===== src/rtl/clkroot_pkg.sv =====
package clkroot_pkg;

    localparam int ADDR_W = 3;
    localparam int DATA_W = 32;

    localparam logic [ADDR_W-1:0] A_CTRL = 3'd0;
    localparam logic [ADDR_W-1:0] A_CFG  = 3'd1;
    localparam logic [ADDR_W-1:0] A_MW   = 3'd2;
    localparam logic [ADDR_W-1:0] A_NW   = 3'd3;
    localparam logic [ADDR_W-1:0] A_DW   = 3'd4;

    // control word bits
    localparam int CTRL_GO_BIT   = 0;
    localparam int CTRL_SAFE_BIT = 1;
    localparam int CTRL_ROOT_BIT = 31;

    // configuration word field positions
    localparam int CFG_DIV_LSB  = 0;
    localparam int CFG_SEL_LSB  = 8;
    localparam int CFG_MODE_LSB = 12;
    localparam int CFG_MODE_W   = 2;
    localparam int CFG_HW_BIT   = 16;

    typedef enum logic [2:0] {
        ST_IDLE      = 3'd0,
        ST_SAFE_LOAD = 3'd1,
        ST_SAFE_WAIT = 3'd2,
        ST_LOAD      = 3'd3,
        ST_WAIT      = 3'd4
    } seq_state_e;

endpackage


===== src/rtl/clkroot_regs.sv =====
module clkroot_regs
    import clkroot_pkg::*;
#(
    parameter int SEL_W = 3,
    parameter int DIV_W = 5,
    parameter int MND_W = 8
) (
    input  logic                  clk,
    input  logic                  rst_n,
    input  logic                  reg_wr,
    input  logic [ADDR_W-1:0]     reg_addr,
    input  logic [DATA_W-1:0]     reg_wdata,
    output logic [DATA_W-1:0]     reg_rdata,
    input  logic                  root_off_i,
    input  logic                  busy,
    output logic                  go,
    output logic                  via_safe,
    output logic [SEL_W-1:0]      sh_sel,
    output logic [DIV_W-1:0]      sh_div,
    output logic [CFG_MODE_W-1:0] sh_mode,
    output logic                  sh_hw,
    output logic [MND_W-1:0]      sh_m,
    output logic [MND_W-1:0]      sh_n,
    output logic [MND_W-1:0]      sh_d
);

    logic root_q;
    logic wr_ctrl, wr_cfg, wr_m, wr_n, wr_d;
    logic unused_wdata;

    assign wr_ctrl = reg_wr && (reg_addr == A_CTRL);
    assign wr_cfg  = reg_wr && (reg_addr == A_CFG);
    assign wr_m    = reg_wr && (reg_addr == A_MW);
    assign wr_n    = reg_wr && (reg_addr == A_NW);
    assign wr_d    = reg_wr && (reg_addr == A_DW);

    // a commit request is only taken when nothing is pending
    assign go       = wr_ctrl && reg_wdata[CTRL_GO_BIT] && !busy;
    assign via_safe = reg_wdata[CTRL_SAFE_BIT];

    assign unused_wdata = ^reg_wdata;

    always_ff @(posedge clk or negedge rst_n) begin
        if (!rst_n) begin
            sh_sel  <= '0;
            sh_div  <= '0;
            sh_mode <= '0;
            sh_hw   <= 1'b0;
            sh_m    <= '0;
            sh_n    <= '0;
            sh_d    <= '0;
            root_q  <= 1'b0;
        end else begin
            root_q <= root_off_i;
            if (wr_cfg) begin
                sh_div  <= reg_wdata[CFG_DIV_LSB +: DIV_W];
                sh_sel  <= reg_wdata[CFG_SEL_LSB +: SEL_W];
                sh_mode <= reg_wdata[CFG_MODE_LSB +: CFG_MODE_W];
                sh_hw   <= reg_wdata[CFG_HW_BIT];
            end
            if (wr_m) sh_m <= reg_wdata[MND_W-1:0];
            if (wr_n) sh_n <= reg_wdata[MND_W-1:0];
            if (wr_d) sh_d <= reg_wdata[MND_W-1:0];
        end
    end

    always_comb begin
        reg_rdata = '0;
        unique case (reg_addr)
            A_CTRL: begin
                reg_rdata[CTRL_GO_BIT]   = busy;
                reg_rdata[CTRL_ROOT_BIT] = root_q;
            end
            A_CFG: begin
                reg_rdata[CFG_DIV_LSB +: DIV_W]       = sh_div;
                reg_rdata[CFG_SEL_LSB +: SEL_W]       = sh_sel;
                reg_rdata[CFG_MODE_LSB +: CFG_MODE_W] = sh_mode;
                reg_rdata[CFG_HW_BIT]                 = sh_hw;
            end
            A_MW:    reg_rdata[MND_W-1:0] = sh_m;
            A_NW:    reg_rdata[MND_W-1:0] = sh_n;
            A_DW:    reg_rdata[MND_W-1:0] = sh_d;
            default: reg_rdata = '0;
        endcase
    end

endmodule


===== src/rtl/clkroot_seq.sv =====
module clkroot_seq
    import clkroot_pkg::*;
#(
    parameter int APPLY_CYCLES = 4
) (
    input  logic       clk,
    input  logic       rst_n,
    input  logic       go,
    input  logic       via_safe,
    output logic       busy,
    output logic       load_safe,
    output logic       load_all,
    output seq_state_e state_o
);

    localparam int CNT_W = $clog2(APPLY_CYCLES + 1);
    localparam logic [CNT_W-1:0] CNT_LAST = CNT_W'(APPLY_CYCLES - 2);

    seq_state_e state_q, state_d;
    logic [CNT_W-1:0] cnt_q, cnt_d;

    // next state and settle counter
    always_comb begin
        state_d = state_q;
        cnt_d   = cnt_q;
        unique case (state_q)
            ST_IDLE: begin
                if (go) state_d = via_safe ? ST_SAFE_LOAD : ST_LOAD;
            end
            ST_SAFE_LOAD: begin
                state_d = ST_SAFE_WAIT;
                cnt_d   = '0;
            end
            ST_SAFE_WAIT: begin
                if (cnt_q == CNT_LAST) state_d = ST_LOAD;
                else                   cnt_d   = cnt_q + 1'b1;
            end
            ST_LOAD: begin
                state_d = ST_WAIT;
                cnt_d   = '0;
            end
            ST_WAIT: begin
                if (cnt_q == CNT_LAST) state_d = ST_IDLE;
                else                   cnt_d   = cnt_q + 1'b1;
            end
            default: state_d = ST_IDLE;
        endcase
    end

    // state register
    always_ff @(posedge clk or negedge rst_n) begin
        if (!rst_n) begin
            state_q <= ST_IDLE;
            cnt_q   <= '0;
        end else begin
            state_q <= state_d;
            cnt_q   <= cnt_d;
        end
    end

    // outputs
    always_comb begin
        busy      = 1'b1;
        load_safe = 1'b0;
        load_all  = 1'b0;
        unique case (state_q)
            ST_IDLE:      busy      = 1'b0;
            ST_SAFE_LOAD: load_safe = 1'b1;
            ST_SAFE_WAIT: busy      = 1'b1;
            ST_LOAD:      load_all  = 1'b1;
            ST_WAIT:      busy      = 1'b1;
            default:      busy      = 1'b0;
        endcase
    end

    assign state_o = state_q;

endmodule


===== src/rtl/clkroot_active.sv =====
module clkroot_active
    import clkroot_pkg::*;
#(
    parameter int SEL_W    = 3,
    parameter int DIV_W    = 5,
    parameter int MND_W    = 8,
    parameter int SAFE_SRC = 1
) (
    input  logic                  clk,
    input  logic                  rst_n,
    input  logic                  load_safe,
    input  logic                  load_all,
    input  logic [SEL_W-1:0]      sh_sel,
    input  logic [DIV_W-1:0]      sh_div,
    input  logic [CFG_MODE_W-1:0] sh_mode,
    input  logic                  sh_hw,
    input  logic [MND_W-1:0]      sh_m,
    input  logic [MND_W-1:0]      sh_n,
    input  logic [MND_W-1:0]      sh_d,
    output logic [SEL_W-1:0]      act_sel,
    output logic [DIV_W-1:0]      act_div,
    output logic [CFG_MODE_W-1:0] act_mode,
    output logic                  act_hw,
    output logic [MND_W-1:0]      act_m,
    output logic [MND_W-1:0]      act_n,
    output logic [MND_W-1:0]      act_d
);

    localparam logic [SEL_W-1:0] SAFE_IDX = SEL_W'(SAFE_SRC);

    always_ff @(posedge clk or negedge rst_n) begin
        if (!rst_n) begin
            act_sel  <= '0;
            act_div  <= '0;
            act_mode <= '0;
            act_hw   <= 1'b0;
            act_m    <= '0;
            act_n    <= '0;
            act_d    <= '0;
        end else if (load_all) begin
            act_sel  <= sh_sel;
            act_div  <= sh_div;
            act_mode <= sh_mode;
            act_hw   <= sh_hw;
            act_m    <= sh_m;
            act_n    <= sh_n;
            act_d    <= sh_d;
        end else if (load_safe) begin
            act_sel  <= SAFE_IDX;
        end
    end

endmodule


===== src/rtl/clkroot_ctrl.sv =====
module clkroot_ctrl
    import clkroot_pkg::*;
#(
    parameter int SEL_W        = 3,
    parameter int DIV_W        = 5,
    parameter int MND_W        = 8,
    parameter int APPLY_CYCLES = 4,
    parameter int SAFE_SRC     = 1
) (
    input  logic              clk,
    input  logic              rst_n,
    input  logic              reg_wr,
    input  logic [2:0]        reg_addr,
    input  logic [31:0]       reg_wdata,
    output logic [31:0]       reg_rdata,
    input  logic              root_off_i,
    output logic [SEL_W-1:0]  src_sel_o,
    output logic [DIV_W-1:0]  pre_div_o,
    output logic [1:0]        mode_o,
    output logic              hw_ctl_o,
    output logic [MND_W-1:0]  m_o,
    output logic [MND_W-1:0]  n_o,
    output logic [MND_W-1:0]  d_o
);

    logic                  busy, go, via_safe, load_safe, load_all;
    seq_state_e            seq_state;
    logic [SEL_W-1:0]      sh_sel;
    logic [DIV_W-1:0]      sh_div;
    logic [CFG_MODE_W-1:0] sh_mode;
    logic                  sh_hw;
    logic [MND_W-1:0]      sh_m, sh_n, sh_d;

    clkroot_regs #(
        .SEL_W(SEL_W), .DIV_W(DIV_W), .MND_W(MND_W)
    ) u_regs (
        .clk(clk), .rst_n(rst_n),
        .reg_wr(reg_wr), .reg_addr(reg_addr), .reg_wdata(reg_wdata),
        .reg_rdata(reg_rdata), .root_off_i(root_off_i), .busy(busy),
        .go(go), .via_safe(via_safe),
        .sh_sel(sh_sel), .sh_div(sh_div), .sh_mode(sh_mode), .sh_hw(sh_hw),
        .sh_m(sh_m), .sh_n(sh_n), .sh_d(sh_d)
    );

    clkroot_seq #(
        .APPLY_CYCLES(APPLY_CYCLES)
    ) u_seq (
        .clk(clk), .rst_n(rst_n), .go(go), .via_safe(via_safe),
        .busy(busy), .load_safe(load_safe), .load_all(load_all),
        .state_o(seq_state)
    );

    clkroot_active #(
        .SEL_W(SEL_W), .DIV_W(DIV_W), .MND_W(MND_W), .SAFE_SRC(SAFE_SRC)
    ) u_act (
        .clk(clk), .rst_n(rst_n),
        .load_safe(load_safe), .load_all(load_all),
        .sh_sel(sh_sel), .sh_div(sh_div), .sh_mode(sh_mode), .sh_hw(sh_hw),
        .sh_m(sh_m), .sh_n(sh_n), .sh_d(sh_d),
        .act_sel(src_sel_o), .act_div(pre_div_o), .act_mode(mode_o),
        .act_hw(hw_ctl_o), .act_m(m_o), .act_n(n_o), .act_d(d_o)
    );

endmodule


===== config.mk =====
export PLATFORM = sky130hd
export DESIGN_NAME = clkroot_ctrl
export DESIGN_NICKNAME = d
export VERILOG_FILES = /design/src/rtl/clkroot_pkg.sv /design/src/rtl/clkroot_regs.sv /design/src/rtl/clkroot_seq.sv /design/src/rtl/clkroot_active.sv /design/src/rtl/clkroot_ctrl.sv
export SDC_FILE = /design/constraint.sdc
export NUM_CORES = 1
export LEC_CHECK = 0
export ABC_AREA = 1
export BUFFER_PORTS_ARGS = -buffer_cell sky130_fd_sc_hd__buf_2
export CAP_MARGIN = 25
export CELL_PAD_IN_SITES_DETAIL_PLACEMENT = 1
export CELL_PAD_IN_SITES_GLOBAL_PLACEMENT = 2
export CORE_ASPECT_RATIO = 0.8
export CORE_MARGIN = 2
export CORE_UTILIZATION = 27
export CTS_CLUSTER_SIZE = 25
export DETAILED_ROUTE_END_ITERATION = 12
export HOLD_SLACK_MARGIN = 0.12
export PLACE_DENSITY_LB_ADDON = 0.1
export SETUP_SLACK_MARGIN = 0.15
export SYNTH_ARGS = -nofsm -noshare
export SYNTH_HDL_FRONTEND = slang
export SYNTH_SLANG_ARGS = --single-unit

===== constraint.sdc =====
create_clock -name clk -period 1.3 [get_ports clk]
set_clock_uncertainty 0.15 [all_clocks]
set_input_delay 0.065 -clock clk [delete_from_list [all_inputs] [get_ports clk]]
set_output_delay 0.065 -clock clk [all_outputs]
set_load 0.05 [all_outputs]

Word-level counts from Yosys, hierarchy flattened

Index checks and enable logic that the tools add are counted.

Bits of input ports: 39
Flip-flop bits (word level): 77
Word-level logic and storage cells: 67
Output and inout bits: 67

Reductions and logical operators: 17
Mux-type cells: 19
Add/subtract/negate cells: 1
Equality and inequality tests: 13

Operators by type and width:

| cell                                                                     | count |
|---|---|
| 3-bit two-way mux                                                        | 7 |
| 4-bit case mux with 4 select lines                                       | 1 |
| 3-bit by 2-bit == test with 1-bit output (second input constant)         | 5 |
| 3-bit case mux with 5 select lines                                       | 1 |
| 3-bit case mux with 3 select lines                                       | 1 |
| 1-bit logical AND                                                        | 7 |
| 3-bit by 1-bit == test with 1-bit output (second input constant)         | 2 |
| 3-bit == test (second input constant)                                    | 2 |
| 3-bit logical NOT                                                        | 2 |
| 3-bit case mux with 2 select lines                                       | 1 |
| 1-bit two-way mux                                                        | 5 |
| 1-bit case mux with 5 select lines                                       | 1 |
| 2-bit two-way mux                                                        | 2 |
| 2-bit by 1-bit inequality test with 1-bit output (second input constant) | 2 |
| 2-bit inequality test (second input constant)                            | 2 |
| 2-bit nonzero test                                                       | 2 |
| 2-bit OR reduction                                                       | 2 |
| 4-bit OR reduction                                                       | 1 |
| 3-bit by 1-bit adder with 3-bit output (second input constant)           | 1 |
| 3-bit AND reduction                                                      | 1 |
| 2-bit AND reduction                                                      | 1 |
| 1-bit logical NOT                                                        | 1 |

Longest topological paths before layout

Gate-level depths: netlist of the first run.

Depth in word-level cells: 7
Mapped depth: 8
Mapped depth without buffers: 7

Modules after synthesis

A second synthesis of the first run with hierarchy kept.

Cell total of the unflattened synthesis: 437
Area total of the unflattened synthesis: 3674.8 um^2

By module, submodules not included:

| module         | area an instance (um^2) | cells each | sequential area each (um^2) | times used |
|---|---|---|---|---|
| clkroot_regs   | 1876.8                  | 232        | 900.9                       | 1 |
| clkroot_active | 1422.6                  | 153        | 875.8                       | 1 |
| clkroot_seq    | 375.4                   | 52         | 150.1                       | 1 |

Worst setup path before layout of the first run

No wires, ideal clock.

Kind: reg-to-output
Start: register u_seq.state_q[1], in the netlist u_seq.state_o[1]
End: output port reg_rdata[0]
Cell stages (with the launch flop): 6
Buffers on the path: 0
Data required time: 1085 ps
Slack: -93 ps
Arrival time: 1178 ps
Path through: dfrtp_1 > nor2_1 > nand2_1 > nand2_1 > o21ai_0 > nand2_1

Word-level cells in the longest chain between the ends: 4
Elaborated cells between the ends (all ways): 7
Classes of those cells: eq/ne (4); mux (2); reduce/logical (1)

Ends and longest elaborated chain:

| item                                                             | line               | text |
|---|---|---|
| start, declared                                                  | clkroot_seq.sv:19  | `seq_state_e state_q, state_d;` |
| start signal, assigned                                           | clkroot_seq.sv:56  | `state_q <= state_d;` |
| 3-bit by 2-bit == test with 1-bit output (tied with other cells) | clkroot_seq.sv:66  | `unique case (state_q)` |
| 4-bit OR reduction (no source line) (*)                          | --                 |  |
| 1-bit two-way mux (*)                                            | clkroot_seq.sv:66  |  |
| 1-bit case mux with 5 select lines (*)                           | clkroot_regs.sv:69 | `unique case (reg_addr)` |
| end, declared                                                    | clkroot_ctrl.sv:15 | `output logic [31:0] reg_rdata,` |

Mark *: on every way between the ends. The rest lies on a longest branch, timed or not.

Final worst setup path of the first run

Start: register u_seq.state_q[1], in the netlist u_seq.state_o[1]
End: register u_act.act_sel[0]

Word-level cells in the longest chain between the ends: 3
Elaborated cells between the ends (all ways): 6
Classes of those cells: eq/ne (2); mux (3); reduce/logical (1)

Ends and longest elaborated chain:

| item                                                                                                        | line                 | text |
|---|---|---|
| 3-bit by 2-bit == test with 1-bit output / 3-bit by 1-bit == test with 1-bit output (equally long branches) | clkroot_seq.sv:66    |  |
| 1-bit two-way mux                                                                                           | clkroot_seq.sv:66    |  |
| 3-bit two-way mux / 2-bit nonzero test (equally long branches)                                              | --                   |  |
| end signal, assigned                                                                                        | clkroot_active.sv:41 | `act_sel <= sh_sel;` |
| end, declared                                                                                               | clkroot_active.sv:20 | `output logic [SEL_W-1:0] act_sel,` |

Several ways; a longest one is shown, not always the timed one.
A chain may end at the register's enable or synchronous reset.

==> flow_summary.toml, run 1 <==
[clock_network]
clock_path_buffers = 2
cts.sinks = 77
cts_hold_buf = 16
h-tree-depth = 3
clk_latency_ns = 0.34
cts_root_buf = "clkbuf_16"
cts_tree = "built"
clkTransAtPathRegs_ns = 0.06
cts_buffers = 9

[route]
first_pass_iters = 4
drt_iter0_drc = 154
vias_per_cell = 4.318
top_layer = "met4"
final_antenna_net_count = 0
met3_length_um = 457
wl_met2_um = 5346
num_vias = 3217
drc = 0
totalWireLength_um = 11780
wire_per_inst_um = 15.81
wl_met1_um = 5884

[cells_and_area]
final_nets = 607
finalNonFillerCells = 745
n_antenna_cell = 0
postLayoutCellArea_um2 = 6003
fin_util = 0.4681
area_delta_synth_final_pct = 69.60
final_layout_size_suffix_gt1_frac = 0.4965

[logic_synthesis]
synthTopCellsByCount = "nand2_1, dfrtp_1, inv_1"
avgSynthCellArea_um2 = 8.849
synth.most_common_cell = "nand2_1"
yosysWarnings = 0
synth_top_family_by_area = "simple AND/OR/NAND/NOR gates"
mappedNetlistArea_um2 = 3540
synthTopCellsByArea = "dfrtp_1, nand2_1, inv_1"
muxShareOfSynthArea = 0
synth_largest_area_cell = "dfrtp_1"
synthSimpleGateAreaFrac = 0.1976
synth_edf_count = 0
synth-xor-area-share = 0.002474
yosysSeqAreaShare = 0.5444
synth_fa_ha_area_frac = 0.007070
synthCells = 400
synthArstFlopShare = 1.000
synth_compound_gate_area_share = 0.1255
synth-seq-cells = 77
ys_types = 27
synth_top_area_share = 0.5444
ys.flop_type = "dfrtp_1"

[global_routing]
grt_first_pass_wirelength_um = 18950
grt_max_degree = 29
grt_use_total = 0.1771
antenna_found_initial = 0
grt-ovfl-total = 0
grt_pass1_vias = 3382

[pwr]
power_mw = 13.63
p_leak_nw = 3.003
peakVddDrop_mv = 0.9761
p_per_area_nw_per_um2 = 2270

[floorplan]
boundaryPins = 106
die_h_um = 106.4
placementRows = 37
core_area_um2 = 12820
die_x_um = 132.0
start_util = 0.2760
die_area_um2 = 14050

[timing]
rsz0062_at_grt = "true"
max_freq_mhz = 633.6
post-route-period-util = 1.214
hold_viol_final = 0
worst_slack_ns = -0.2784
holdWs_ns = 0.04511
finalSetupViolations = 49
period_needed_ns = 1.578
maxSlewViolCount = 0

[setup_path]
startpoint_type = "register"
cp.required_ns = 1.38
path_class = "register to register"
endpoint_kind = "register"
crit_arrival_ns = 1.66
cp_max_fo = 8

[place]
dpl.hpwl_um = 7032
port_buffers = 70
post_dp_cell_area_um2 = 4252
dp_cells = 649
gp_congestion = 0.7552

[min_path]
min_path_type = "input pin to asynchronous set/reset pin"

[outcome]
violations = "setup timing"
status = "finished with violations"

[job]
drv_cap = 0
## power breakdown
part | switching (mW) | leakage [nW] | total [mW] | internal [mW]
Clock | 1.02 | 0.172 | 2.98 | 1.97
Sequential | 0.594 | 0.979 | 3.72 | 3.12
Combinational | 3.88 | 1.85 | 6.93 | 3.05
Total | 5.49 | 3.00 | 13.6 | 8.14
## cells in the final DEF, fill, tap and decap left out, drive strengths merged
cell type	count
nand3	17
inv	55
dlygate4sd3	16
o21ai	65
ha	2
nand2	122
bufinv	3
o22a	1
buf	153
and3	1
nor3	2
dfrtp	77
nand4	4
clkinv	2
o211ai	6
nor2	14
xor2	1
a21oi	1
clkbuf	11
conb	17
## sequential cells by signal (all words and copies together) (netlist names), 2 cells and up
signal          cells
u_act.act_d         8
u_act.act_div       5
u_act.act_m         8
u_act.act_mode      2
u_act.act_n         8
u_act.act_sel       3
u_regs.sh_d         8
u_regs.sh_div       5
u_regs.sh_m         8
u_regs.sh_mode      2
u_regs.sh_n         8
u_regs.sh_sel       3
u_seq.cnt_q         3
u_seq.state_o       3
## kinds of logic (layout without fill, tap and decap cells)
family	Yosys count	count (layout)
AOI/OAI and AO/OA	73	73
xor gates and xnor gates	1	1
adders and majority gates	2	2
buffers and inverters	86	240
DFF	77	77
other	1	17
and+or+nand+nor	160	160
## worst max-delay path, cell delays in order (launching register included)
cell and delay [ns]:
dfrtp_1 0.41, buf_4 0.14, buf_6 0.09, buf_6 0.09, nand3_4 0.11, buf_12 0.17
buf_16 0.14, o22a_1 0.15
## final timing paths
path	startpoint	endpoint	slack, ns	depth (start not counted)
max	u_seq.state_o[1]	u_act.act_sel[0]	-0.28	7
min	rst_n	u_act.act_m[4]	0.05	2
max in group asynchronous	rst_n	u_act.act_n[7]	0.45	3
max reg2reg	u_seq.state_o[1]	u_act.act_sel[0]	-0.28	7
min reg2reg	u_act.act_sel[1]	u_act.act_sel[1]	0.34	2
min in group clk	reg_wr	u_regs.sh_div[3]	0.10	3
## metrics by stage
stage / setup WS, ns / TNS (ns)
3_3_place_gp: -0.07373 / -0.6904
5_1_grt: -0.3405 / -12.20
6_report: -0.2784 / -9.444
3_5_place_dp: -0.06468 / -0.9995
2_1_floorplan: -0.06284 / -0.2196
4_1_cts: -0.2550 / -5.620
## area by class of cell
class,count,area [um2]
clock inverter,4,95.09
tap,175,219.0
inverter,56,231.5
clock buffer,11,252.7
timing repair buffer,169,1770
multi-input combinational,253,1506
sequential,77,1928
fill,1464,6820
## what timing repair did
item,CTS,global route
gates resized for setup,173,38
setup endpoints to repair,91,86
pin swaps,25,13
setup buffers,30,26
endpoints found under the hold margin,115,24
cloned,9,0
## per-layer routing
layer / track usage / vias to the layer above
met4: 0.03571 / 0
met2: 0.2675 / 62
met5: 0 / -
met3: 0.05055 / 7
li1: - / 1569
met1: 0.2526 / 1579
Note: power is estimated with default switching activity, not from simulation.
==> run 2: changes to the inputs <==
- SETUP_SLACK_MARGIN: 0.15 -> not set
==> run 2 against run 1 <==
Net effect:
- the flow finishes with violations (hold timing, setup timing)
- clock power fell by 19%
- sequential power barely moved
- final cell count fell by 2.4%
- maximum frequency fell by 0.82%
==> flow_summary.toml, run 2 (synthesis gave the netlist of run 1 again) <==
[outcome]
status = "finished with violations"
violations = "hold timing, setup timing"

[setup_path]
critPathLaunch = "u_seq.state_o[0]"
worstPathCellList = "nor2_2, nand2_2, nand2_2, o21ai_2, nand2_2, buf_8"
timing.rr.end = "u_act.act_n[0]"
rr_worst_depth = 7
cp.required_ns = 1.09
slowest_stage = "dfrtp_1"
cp_max_fo = 4
crit_top_cell = "nand2_2"
timing.rr.start = "u_seq.state_o[0]"
endpoint_kind = "primary output"
cp_top_family = "flip-flops"
path_depth = 6
crit_arrival_ns = 1.38
critPathCapture = "reg_rdata[0]"
critPathBufInv = 1
rrSetupSlack_ns = -0.25
max_stage_delay_ns = 0.43
path_class = "register to primary output"
startpoint_type = "register"

[cells_and_area]
final_nets = 589
fin_util = 0.4385
final_layout_size_suffix_gt1_frac = 0.4674
layout_common_cells = "nand2_1, dfrtp_1, buf_2"
area_delta_synth_final_pct = 58.85
n_antenna_cell = 0

[clock_network]
cts_tree = "built"
cts_hold_buf = 17
cts.sinks = 77
clkTransAtPathRegs_ns = 0.06
clk_latency_ns = 0.33
clock_path_buffers = 2
h-tree-depth = 3
cts_root_buf = "clkbuf_16"
cts_buffers = 9

[pwr]
peakVddDrop_mv = 0.7857
p_leak_nw = 2.877
power_mw = 12.33
p_per_area_nw_per_um2 = 2194

[timing]
period_needed_ns = 1.591
maxSlewViolCount = 0
holdWs_ns = -0.002933
worst_slack_ns = -0.2914
hold_viol_final = 6
finalSetupViolations = 49
rsz0062_at_grt = "true"
max_freq_mhz = 628.4
post-route-period-util = 1.224
tns_ns = -8.447

[floorplan]
core_area_um2 = 12820
die_area_um2 = 14050
start_util = 0.2760
placementRows = 37
boundaryPins = 106
die_h_um = 106.4
die_x_um = 132.0

[route]
final_antenna_net_count = 0
first_pass_iters = 4
num_vias = 3170
totalWireLength_um = 11400
wire_per_inst_um = 15.68
vias_per_cell = 4.360
drc = 0
drt_iter0_drc = 125

[min_path]
min_path_type = "input pin to asynchronous set/reset pin"

[global_routing]
grt-ovfl-total = 0
grt_max_degree = 28
grt_pass1_vias = 3394
grt_use_total = 0.1684
antenna_found_initial = 0
grt_first_pass_wirelength_um = 18220

[place]
dpl.hpwl_um = 7154
port_buffers = 70
gp_congestion = 0.7508

[job]
drv_cap = 0
[run 2: layer usage]
layer  global-route usage  routed length (um)  vias to the layer above  share of wire
met5                    0                   0                        -              0
met4              0.04425                  48                        0         0.0042
met3              0.03910                 368                        6          0.032
met2               0.2805                5490                       66           0.48
met1               0.2210                5493                     1565           0.48
li1                     -                   -                     1533              -
[run 2: cell type report]
cell class | instances | area, um2
clock buffers | 13 | 240.2
clock inverters | 2 | 35.03
fillers | 1464 | 7201
inverters | 56 | 211.5
multi-input cells | 253 | 1610
flip-flops and latches | 77 | 1927
well taps | 175 | 219.0
repair buffers | 151 | 1380
[run 2: worst min-delay path by stage]
| stage | end | start | slack (ns) | depth (start not counted) |
|---|---|---|---|---|
| final | u_seq.cnt_q[0] | rst_n | -0.003 | 2 |
| after detailed placement | u_seq.cnt_q[0] | rst_n | -0.19 | 1 |
| after CTS | u_seq.cnt_q[0] | rst_n | -0.006 | 2 |
| after global routing | u_seq.cnt_q[0] | rst_n | 0.01 | 2 |
| after global placement | u_seq.cnt_q[0] | rst_n | -0.19 | 1 |
| after floorplan | u_act.act_d[0] | rst_n | -0.38 | 0 |
[run 2: per-stage QoR]
step / hold WS, ns / std cells / instance area (um2) / worst slack, ns
after floorplan: -0.3806 / 416 / 3610 / -0.06284
after global placement: -0.1947 / 654 / 4207 / -0.05257
after detailed placement: -0.1937 / 654 / 4207 / -0.1691
after CTS: -0.006129 / 714 / 5220 / -0.2725
after global routing: 0.01135 / 727 / 5623 / -0.3798
final: -0.002933 / 727 / 5623 / -0.2914
[run 2: timing repair]
item / 4_1_cts / 5_1_grt
endpoints found under the setup margin: 27 / 64
resized for setup: 83 / 99
hold endpoints to repair: 115 / 14
gates cloned: 7 / 2
setup buffers: 21 / 15
pin swaps: 12 / 11
[run 2: power breakdown]
group	internal [mW]	leakage, nW	switching [mW]	total [mW]
Clock	1.48	0.134	0.946	2.42
Sequential	3.12	0.981	0.595	3.72
Combinational	2.34	1.76	3.86	6.20
Total	6.94	2.88	5.40	12.3
